**config.mk**
```make
export PLATFORM = sky130hd
export DESIGN_NAME = intr_presenter
export DESIGN_NICKNAME = d
export VERILOG_FILES = /design/src/rtl/ipres_pkg.sv /design/src/rtl/ipres_decode.sv /design/src/rtl/ipres_thread.sv /design/src/rtl/intr_presenter.sv
export SDC_FILE = /design/constraint.sdc
export NUM_CORES = 1
export LEC_CHECK = 0
export CORE_ASPECT_RATIO = 0.9
export CORE_UTILIZATION = 34
export CTS_CLUSTER_DIAMETER = 50
export CTS_CLUSTER_SIZE = 24
export DETAILED_ROUTE_END_ITERATION = 16
export GPL_TIMING_DRIVEN = 0
export SKIP_LAST_GASP = 1
export SLEW_MARGIN = 15
export SYNTH_ARGS = -nofsm -noshare
export SYNTH_HDL_FRONTEND = slang
export SYNTH_SLANG_ARGS = --single-unit
```
**constraint.sdc**
```tcl
create_clock -name clk -period 6.3 [get_ports clk]
set_input_delay 1.575 -clock clk [delete_from_list [all_inputs] [get_ports clk]]
set_output_delay 1.575 -clock clk [all_outputs]
set_load 0.01 [all_outputs]
```
**src/rtl/ipres_pkg.sv**
```systemverilog
package ipres_pkg;
  localparam int WIN_BITS  = 12;
  localparam int NUM_LINKS = 3;
  localparam int LSEL_W    = 2;
  localparam logic [23:0] IPI_SRC   = 24'd2;
  localparam logic [7:0]  PRIO_NONE = 8'hFF;

  typedef enum logic [3:0] {
    OP_POLL,      // word read of XIRR, no side effect
    OP_PEEK,      // byte read of CPPR
    OP_ACCEPT,    // word read at accept register
    OP_SET_CPPR,  // byte write at accept register
    OP_EOI,       // word write at accept register
    OP_RD_MFRR,
    OP_WR_MFRR,
    OP_RD_LINK,
    OP_WR_LINK,
    OP_BAD
  } op_e;
endpackage

```
**src/rtl/ipres_decode.sv**
```systemverilog
module ipres_decode
  import ipres_pkg::*;
#(
  parameter int THREAD_W    = 8,
  parameter int NUM_THREADS = 4
) (
  input  logic                         write,
  input  logic                         word,
  input  logic [WIN_BITS+THREAD_W-1:0] addr,
  output op_e                          op,
  output logic [LSEL_W-1:0]            link_sel,
  output logic [THREAD_W-1:0]          tid
);
  localparam logic [THREAD_W:0] NT = NUM_THREADS[THREAD_W:0];

  logic [9:0] offset;
  logic       byte0, word_ok, tid_ok;

  assign tid     = addr[WIN_BITS +: THREAD_W];
  assign tid_ok  = {1'b0, tid} < NT;
  assign offset  = addr[11:2];
  assign byte0   = !word && (addr[1:0] == 2'b00);
  assign word_ok = word && (addr[1:0] == 2'b00);

  always_comb begin
    op       = OP_BAD;
    link_sel = offset[LSEL_W-1:0];
    if (tid_ok) begin
      case (offset)
        10'd0: begin
          if (!write && word_ok)    op = OP_POLL;
          else if (!write && byte0) op = OP_PEEK;
        end
        10'd1: begin
          if (!write) begin
            if (word_ok)    op = OP_ACCEPT;
            else if (byte0) op = OP_PEEK;
          end else begin
            if (word_ok)    op = OP_EOI;
            else if (byte0) op = OP_SET_CPPR;
          end
        end
        10'd3: begin
          if (byte0) op = write ? OP_WR_MFRR : OP_RD_MFRR;
        end
        10'd4, 10'd5, 10'd6: begin
          if (word_ok) op = write ? OP_WR_LINK : OP_RD_LINK;
        end
        default: op = OP_BAD;
      endcase
    end
  end
endmodule

```
**src/rtl/ipres_thread.sv**
```systemverilog
module ipres_thread
  import ipres_pkg::*;
(
  input  logic                            clk,
  input  logic                            rst_n,
  input  logic                            op_en,
  input  op_e                             op,
  input  logic [LSEL_W-1:0]               link_sel,
  input  logic [31:0]                     wdata,
  input  logic                            src_take,
  input  logic [23:0]                     src_id,
  input  logic [7:0]                      src_prio,
  output logic [31:0]                     xirr,
  output logic [7:0]                      mfrr_o,
  output logic [NUM_LINKS-1:0][31:0]      links_o,
  output logic                            irq,
  output logic                            can_take
);
  logic [7:0]  cppr, pprio, mfrr;
  logic [23:0] xisr;
  logic        presented, ipi_due;

  assign presented = (xisr != 24'd0) && (pprio < cppr);
  assign ipi_due   = (mfrr != PRIO_NONE) && (mfrr < cppr);
  assign can_take  = (xisr == 24'd0) && !ipi_due && (src_prio < cppr) && !op_en;
  assign xirr      = {cppr, presented ? xisr : 24'd0};
  assign irq       = presented;
  assign mfrr_o    = mfrr;

  always_ff @(posedge clk or negedge rst_n) begin
    if (!rst_n) begin
      cppr  <= 8'h00;
      pprio <= PRIO_NONE;
      mfrr  <= PRIO_NONE;
      xisr  <= 24'd0;
    end else if (op_en) begin
      case (op)
        OP_ACCEPT: begin
          if (presented) begin
            cppr <= pprio;
            xisr <= 24'd0;
          end
        end
        OP_SET_CPPR: cppr <= wdata[7:0];
        OP_EOI:      cppr <= wdata[31:24];
        OP_WR_MFRR: begin
          mfrr <= wdata[7:0];
          if (xisr == IPI_SRC) begin
            if (wdata[7:0] == PRIO_NONE) xisr <= 24'd0;
            else                         pprio <= wdata[7:0];
          end
        end
        default: ;
      endcase
    end else if (xisr == 24'd0) begin
      if (ipi_due) begin
        xisr  <= IPI_SRC;
        pprio <= mfrr;
      end else if (src_take) begin
        xisr  <= src_id;
        pprio <= src_prio;
      end
    end
  end

  for (genvar k = 0; k < NUM_LINKS; k++) begin : g_link
    always_ff @(posedge clk or negedge rst_n) begin
      if (!rst_n)
        links_o[k] <= 32'd0;
      else if (op_en && op == OP_WR_LINK && link_sel == LSEL_W'(k))
        links_o[k] <= wdata;
    end
  end
endmodule

```
**src/rtl/intr_presenter.sv**
```systemverilog
module intr_presenter
  import ipres_pkg::*;
#(
  parameter int THREAD_W    = 8,
  parameter int NUM_THREADS = 4
) (
  input  logic                         clk,
  input  logic                         rst_n,
  input  logic                         bus_valid,
  output logic                         bus_ready,
  input  logic                         bus_write,
  input  logic                         bus_word,
  input  logic [WIN_BITS+THREAD_W-1:0] bus_addr,
  input  logic [31:0]                  bus_wdata,
  output logic                         rsp_valid,
  input  logic                         rsp_ready,
  output logic [31:0]                  rsp_rdata,
  output logic                         rsp_err,
  input  logic                         src_valid,
  output logic                         src_ready,
  input  logic [THREAD_W-1:0]          src_thread,
  input  logic [23:0]                  src_id,
  input  logic [7:0]                   src_prio,
  output logic [NUM_THREADS-1:0]       irq_o
);
  logic                fire;
  op_e                 dec_op;
  logic [LSEL_W-1:0]   dec_lsel;
  logic [THREAD_W-1:0] dec_tid;

  logic [31:0]                xirr_a  [NUM_THREADS];
  logic [7:0]                 mfrr_a  [NUM_THREADS];
  logic [NUM_LINKS-1:0][31:0] links_a [NUM_THREADS];
  logic [NUM_THREADS-1:0]     op_en, can_take, src_take;

  logic [31:0] sel_xirr, sel_link, rdata_next;
  logic [7:0]  sel_mfrr;

  assign bus_ready = !rsp_valid || rsp_ready;
  assign fire      = bus_valid && bus_ready;

  ipres_decode #(.THREAD_W(THREAD_W), .NUM_THREADS(NUM_THREADS)) u_dec (
    .write    (bus_write),
    .word     (bus_word),
    .addr     (bus_addr),
    .op       (dec_op),
    .link_sel (dec_lsel),
    .tid      (dec_tid)
  );

  for (genvar i = 0; i < NUM_THREADS; i++) begin : g_thr
    assign op_en[i]    = fire && (dec_op != OP_BAD) && (dec_tid == THREAD_W'(i));
    assign src_take[i] = src_valid && can_take[i] && (src_thread == THREAD_W'(i));

    ipres_thread u_thr (
      .clk      (clk),
      .rst_n    (rst_n),
      .op_en    (op_en[i]),
      .op       (dec_op),
      .link_sel (dec_lsel),
      .wdata    (bus_wdata),
      .src_take (src_take[i]),
      .src_id   (src_id),
      .src_prio (src_prio),
      .xirr     (xirr_a[i]),
      .mfrr_o   (mfrr_a[i]),
      .links_o  (links_a[i]),
      .irq      (irq_o[i]),
      .can_take (can_take[i])
    );
  end

  always_comb begin
    src_ready = 1'b0;
    for (int i = 0; i < NUM_THREADS; i++)
      if (src_thread == THREAD_W'(i)) src_ready = can_take[i];
  end

  always_comb begin
    sel_xirr = 32'd0;
    sel_mfrr = 8'd0;
    sel_link = 32'd0;
    for (int i = 0; i < NUM_THREADS; i++) begin
      if (dec_tid == THREAD_W'(i)) begin
        sel_xirr = xirr_a[i];
        sel_mfrr = mfrr_a[i];
        for (int k = 0; k < NUM_LINKS; k++)
          if (dec_lsel == LSEL_W'(k)) sel_link = links_a[i][k];
      end
    end
  end

  always_comb begin
    case (dec_op)
      OP_POLL, OP_ACCEPT: rdata_next = sel_xirr;
      OP_PEEK:            rdata_next = {24'd0, sel_xirr[31:24]};
      OP_RD_MFRR:         rdata_next = {24'd0, sel_mfrr};
      OP_RD_LINK:         rdata_next = sel_link;
      OP_BAD:             rdata_next = bus_write ? 32'd0 : 32'hFFFF_FFFF;
      default:            rdata_next = 32'd0;
    endcase
  end

  always_ff @(posedge clk or negedge rst_n) begin
    if (!rst_n) begin
      rsp_valid <= 1'b0;
      rsp_rdata <= 32'd0;
      rsp_err   <= 1'b0;
    end else if (fire) begin
      rsp_valid <= 1'b1;
      rsp_rdata <= rdata_next;
      rsp_err   <= (dec_op == OP_BAD);
    end else if (rsp_ready) begin
      rsp_valid <= 1'b0;
    end
  end
endmodule

```
==> results of run 1 <==
final timing paths:
check / startpoint / to / slack (ns) / cells after the start
min reg2reg: g_thr[2].u_thr.links_o[3] / g_thr[2].u_thr.links_o[3] / 0.48 / 1
min in group asynchronous: rst_n / g_thr[2].u_thr.cppr[4] / 0.91 / 1
max in group asynchronous: rst_n / g_thr[3].u_thr.links_o[94] / 3.93 / 4
max: bus_addr[18] / src_ready / 0.08 / 10
min: g_thr[2].u_thr.links_o[3] / g_thr[2].u_thr.links_o[3] / 0.48 / 1
max reg2reg: g_thr[0].u_thr.xisr[7] / g_thr[0].u_thr.xisr[3] / 1.95 / 7
flip-flops by register name, indices dropped and copies added (netlist names):
register and flops:
g_thr.u_thr.mfrr_o 32, rsp_err 1, g_thr.u_thr.cppr 32, rsp_rdata 32, g_thr.u_thr.links_o 384, g_thr.u_thr.pprio 32
g_thr.u_thr.xisr 96, rsp_valid 1
layout by cell type, fill, tap and decap left out, drive strengths merged, types with 64 or more instances in the layout:
cell type | synthesis | final
mux2i | 114 | 114
mux2 | 525 | 525
clkdlybuf4s50 | 0 | 133
ha | 84 | 84
dfstp | 64 | 64
o22ai | 72 | 72
nand2 | 116 | 116
a22o | 70 | 70
inv | 77 | 105
o21ai | 123 | 123
nor2 | 139 | 139
dfrtp | 546 | 546
clkbuf | 159 | 239
a21oi | 182 | 182
buf | 74 | 97
per-layer routing:
metal  up-vias  track usage
met1     13629       0.3713
met3       268      0.05479
met4        14      0.09642
met5         -            0
li1      11195            -
met2      1425       0.3694
stage by stage:
step                        util  power [mW]  hold slack, ns   TNS (ns)
after CTS                 0.4101       9.613          0.4842          0
final                     0.4108       9.608          0.4813          0
after detailed placement  0.3792       4.947          0.4684     -9.006
after floorplan                -       4.413          0.4522          0
after global routing      0.4108       9.851          0.5068  -0.006617
after global placement    0.3767       4.938          0.4624          -
repair_timing:
action / CTS / global route
resized for setup: 27 / 13
endpoints found under the setup margin: 1 / 1
setup buffers: 8 / 3
pin swaps: 8 / 3
kinds of logic (layout without fill, tap and decap cells):
| family | Yosys count | in the layout | share of synthesized area |
|---|---|---|---|
| adder cells (fa/ha/maj) | 84 | 84 | 0.03248 |
| flip-flops | 610 | 610 | 0.4742 |
| other | 0 | 2 | 0 |
| AND/OR/NAND/NOR | 494 | 494 | 0.07660 |
| multiplexers | 656 | 656 | 0.2300 |
| AO/OA/AOI/OAI | 701 | 701 | 0.1481 |
| buffers and inverters | 311 | 607 | 0.03851 |
power by group:
part | switching [mW] | leakage (nW) | total [mW] | internal, mW
Clock | 2.05 | 1.33 | 4.70 | 2.65
Sequential | 0.0336 | 7.92 | 3.99 | 3.95
Combinational | 0.636 | 8.38 | 0.920 | 0.284
area by class of cell:
type                       count  area [sq um]  area share
inverter                      78         294.0    0.007644
buffer                       229         958.4     0.02491
multi-input combinational   1935         15920      0.4140
antenna                        2         5.005   0.0001301
timing repair buffer         157          1663     0.04323
tap                         1242          1554     0.04040
clock inverter                58         654.4     0.01701
sequential                   610         15340      0.3989
clock buffer                  85          2071     0.05383
worst register-to-register path, delay by kind of cell, from the launching register on:
| family | cells | cell delay [ns] |
|---|---|---|
| AND/OR/NAND/NOR | 3 | 1.76 |
| buffers and inverters | 1 | 0.53 |
| AO/OA/AOI/OAI | 3 | 1.59 |
| flip-flops | 1 | 0.41 |
==> results.cfg, run 1 <==
[status]
status = completed

[synth]
post-synth-top-count-cell = dfrtp_1
syn_nets = 3039
yosys_register_bits = 610
postSynthCellCount = 2856
syn-mean-instance-area_sq_um = 11.33
synthTopCellsByCount = 546 x dfrtp_1, 503 x mux2_2, 182 x a21oi_1
synth_edf_count = 0
yosysSeqAreaShare = 0.4742
yosys_warnings = 0
ys_top_cells_by_area = dfrtp_1 42%, mux2_2 18%, dfstp_2 5.2%
synth_flop_cell = dfrtp_1
yosysTopAreaCell = dfrtp_1
synth_cell_types = 83
synth_top_area_frac = 0.4223
synthArstFlopShare = 1.000
syn_area_sq_um = 32360

[cts]
cts_root_buf = clkbuf_16
path_clk_slew_ns = 0.06
cts_tree = done
holdBufCountCts = 0
cts_buffer_depth = 3
cts.sink_count = 610
cts_buffers = 77
htreeDepth = 3
insertion_delay_ns = 0.64

[setup_path]
worst_path_dominant_cell_family = simple AND/OR/NAND/NOR gates
crit_top_cell = or4_4
required_ns = 4.72
slowest_stage = or4_4
end_kind = output port
slowest_delay_ns = 0.63
start_kind = input pin
path_max_fanout = 10
path_class = in2out
cp_num_buf_inv = 3
crit_chain = clkdlybuf4s50_1 -> or4_4 -> or4_4 -> clkbuf_8 -> nor4_4 -> a32oi_2 -> nand2b_1 -> o32ai_1 -> a311o_1 -> dlygate4sd2_1
worst_ep_arrival_time_ns = 4.64

[min_path]
hold_path.class = reg2reg

[drt]
initialDrtViolationCount = 2985
routed-via-count = 26531
routedWlPerCell_um = 28.33
viasPerCell = 6.035
routed_wl_um = 124500
ant_nets = 0
top_layer_used = met5
wl_met1_um = 55090
route.detailed.drc = 0
wl_met2_um = 52240
dr.pass1.iters = 6
met3_length_um = 12070

[cells_and_area]
area_growth_pct = 18.89
nNetsFinal = 3271
fill_cells = 9031
design_area_sq_um = 38470
instances_no_fill = 4396
drive_gt1_frac = 0.2722

[job]
maxCapViolations = 0

[floorplan]
ios = 139
die_width_um = 327.2
start_util = 0.3456
core_area_sq_um = 93630
die_area_sq_um = 96410
die_h_um = 294.7
placementRows = 106

[sta]
min_period_ns = 6.217
skew_ns = 0.02902
fmax_mhz = 160.8
relSlewSlack = 0.1444
hold_violations = 0
max_slew.worst_pin.slew_ns = 1.283
layout_worst_path_cycle_share = 0.9869
slew_violations = 0
setup_ws_ns = 0.08252
finalSetupViolCount = 0

[grt]
grt_max_degree = 102
grt_pass1_vias = 25769
antenna_found_initial = 9
grt_pass1_wl_um = 181300
grt_overflow_total = 0
grt.total_usage = 0.2557

[power_and_ir_drop]
p_per_area_nw_per_um2 = 249.8
leakage_nw = 17.63
irDropWorstVdd_mv = 0.2071

[placement]
gp_congestion = 0.9433
dpl_worst_slack_ns = -1.121
dp_cells = 4244
dp_hpwl_um = 90680
port_buffers = 136
place_area_sq_um = 35510
Power figures use the tool's default switching activity.
==> run 2, diff against run 1 <==
SETUP_SLACK_MARGIN = 0.2   (was unset)
==> run 2 against run 1 <==
- total power barely moved
- critical path depth grew 1
- flip-flop and latch count is the same
- cell count is essentially flat
- sequential share of layout area about the same
- first-iteration DRC count is 9.5% higher
- count of clock-buffer cells in the layout stayed put
- core utilization grew 0.051 points
- hold slack is essentially flat
- non-clock buffer count rose by 1
- largest cell class unchanged
- largest power group unchanged
- highest routed layer unchanged
==> results.cfg, run 2 (synthesis gave the netlist of run 1 again) <==
[status]
status = completed

[drt]
routedWlPerCell_um = 28.27
ant_nets = 0
initialDrtViolationCount = 3269
routed_wl_um = 124300
viasPerCell = 5.990
route.detailed.drc = 0
routed-via-count = 26336
dr.pass1.iters = 6

[setup_path]
start_kind = input pin
path_class = in2out
path_max_fanout = 9
rr_worst_depth = 7
r2r_slack_ns = 2.02
required_ns = 4.72
end_kind = output port
r2r_start = g_thr[0].u_thr.xisr[7]
startpoint = bus_addr[18]
worst_ep_arrival_time_ns = 4.43
r2r-end = g_thr[0].u_thr.xisr[3]

[cts]
htreeDepth = 3
cts_buffers = 77
cts_buffer_depth = 3
cts_tree = done
insertion_delay_ns = 0.64
cts.sink_count = 610
holdBufCountCts = 0
cts_root_buf = clkbuf_16
path_clk_slew_ns = 0.06

[cells_and_area]
final_cell_mix = 546 x dfrtp_1, 503 x mux2_2, 181 x a21oi_1, 149 x clkbuf_1, 137 x nor2_1
design_area_sq_um = 38520
fin_util = 0.4113
reg_top3 = g_thr.u_thr.links_o (384), g_thr.u_thr.xisr (96)
layout_commonest_cell = dfrtp_1
largest_reg_flops = 384
area_growth_pct = 19.03
drive_gt1_frac = 0.2737
largest_register = g_thr.u_thr.links_o
nNetsFinal = 3272

[min_path]
min_to = g_thr[2].u_thr.links_o[37]
hold_path_depth = 1
min_from = g_thr[2].u_thr.links_o[37]
hold_path.class = reg2reg

[power_and_ir_drop]
total_power_mw = 9.600
irDropWorstVdd_mv = 0.2063
leakage_nw = 17.68
p_per_area_nw_per_um2 = 249.2

[sta]
slew_violations = 0
fin_tns_setup_ns = 0
skew_ns = 0.03241
max_slew.worst_pin.slew_ns = 1.280
layout_worst_path_cycle_share = 0.9536
min_period_ns = 6.008
fmax_mhz = 166.4
finalSetupViolCount = 0
hold_violations = 0
relSlewSlack = 0.1464
rsz0062_at_grt = false

[grt]
grt_pass1_vias = 25740
grt_max_degree = 102
grt.total_usage = 0.2561
grt_pass1_wl_um = 181700
antenna_found_initial = 9
grt_overflow_total = 0

[floorplan]
core_area_sq_um = 93630
start_util = 0.3456
die_area_sq_um = 96410
die_h_um = 294.7
ios = 139
die_width_um = 327.2
placementRows = 106

[placement]
port_buffers = 136
place_area_sq_um = 35510
gp_congestion = 0.9433
dp_hpwl_um = 90680

[job]
maxCapViolations = 0
-- run 2: cell count changes in the layout (fill, tap and decap cells not counted), sizes merged --
cell	previous run	this run
clkbuf	239	241
dlygate4sd2	1	3
dlymetal6s2s	1	3
clkdlybuf4s50	133	128
-- run 2: stage by stage --
step	hold slack, ns	instances	worst slack [ns]
finish	0.4813	4397	0.2921
global route	0.5068	4396	0.2569
CTS	0.4842	4394	0.2199
detailed placement	0.4684	4244	-1.121
global placement	0.4624	4234	-24.74
floorplan	0.4522	2856	0.8640
-- run 2: final cells by class --
cell class                 instances  area (sq um)
clock inverter                    58         654.4
antenna                            2         5.005
buffer                           232          1012
inverter                          78         294.0
multi-input combinational       1935         15940
timing repair buffer             155          1645
sequential                       610         15340
fill                            9023         55120
clock buffer                      85          2071
tap                             1242          1554
-- run 2: worst max-delay path by stage --
stage                                 end  slack (ns)
6_report                        src_ready        0.29
5_1_grt                         src_ready        0.26
4_1_cts                         src_ready        0.22
3_5_place_dp                    src_ready       -1.12
3_3_place_gp   g_thr[2].u_thr.links_o[16]      -24.74
2_1_floorplan                   src_ready        0.86
-- run 2: routing by layer --
layer / vias up / share of wire / track usage / wire (um)
met2: 1333 / 0.42 / 0.3691 / 52210
li1: 11191 / - / - / -
met3: 256 / 0.096 / 0.05627 / 11950
met4: 14 / 0.039 / 0.09471 / 4904
met1: 13542 / 0.44 / 0.3725 / 55170
met5: - / 0.00063 / 0 / 78
-- run 2: where the power goes --
| part | total [mW] | internal [mW] | switching, mW |
|---|---|---|---|
| Clock | 4.69 | 2.65 | 2.04 |
| Sequential | 3.99 | 3.95 | 0.0337 |
| Combinational | 0.920 | 0.284 | 0.636 |
| Total | 9.60 | 6.89 | 2.71 |
-- run 2: worst max-delay path: stages --
cell and delay (ns):
dlygate4sd2_1 0.28, or4_4 0.57, clkbuf_16 0.19, or4_4 0.52
clkbuf_16 0.17, nor4_4 0.15, a32oi_2 0.15, nand2b_1 0.18
o32ai_1 0.09, a311o_1 0.39, buf_2 0.16
-- run 2: timing repair --
item                                    CTS  global route
buffers inserted                          8             1
endpoints found under the setup margin    1             2
cloned                                    0             0
pin swaps                                 9             4
resized for setup                        46            15
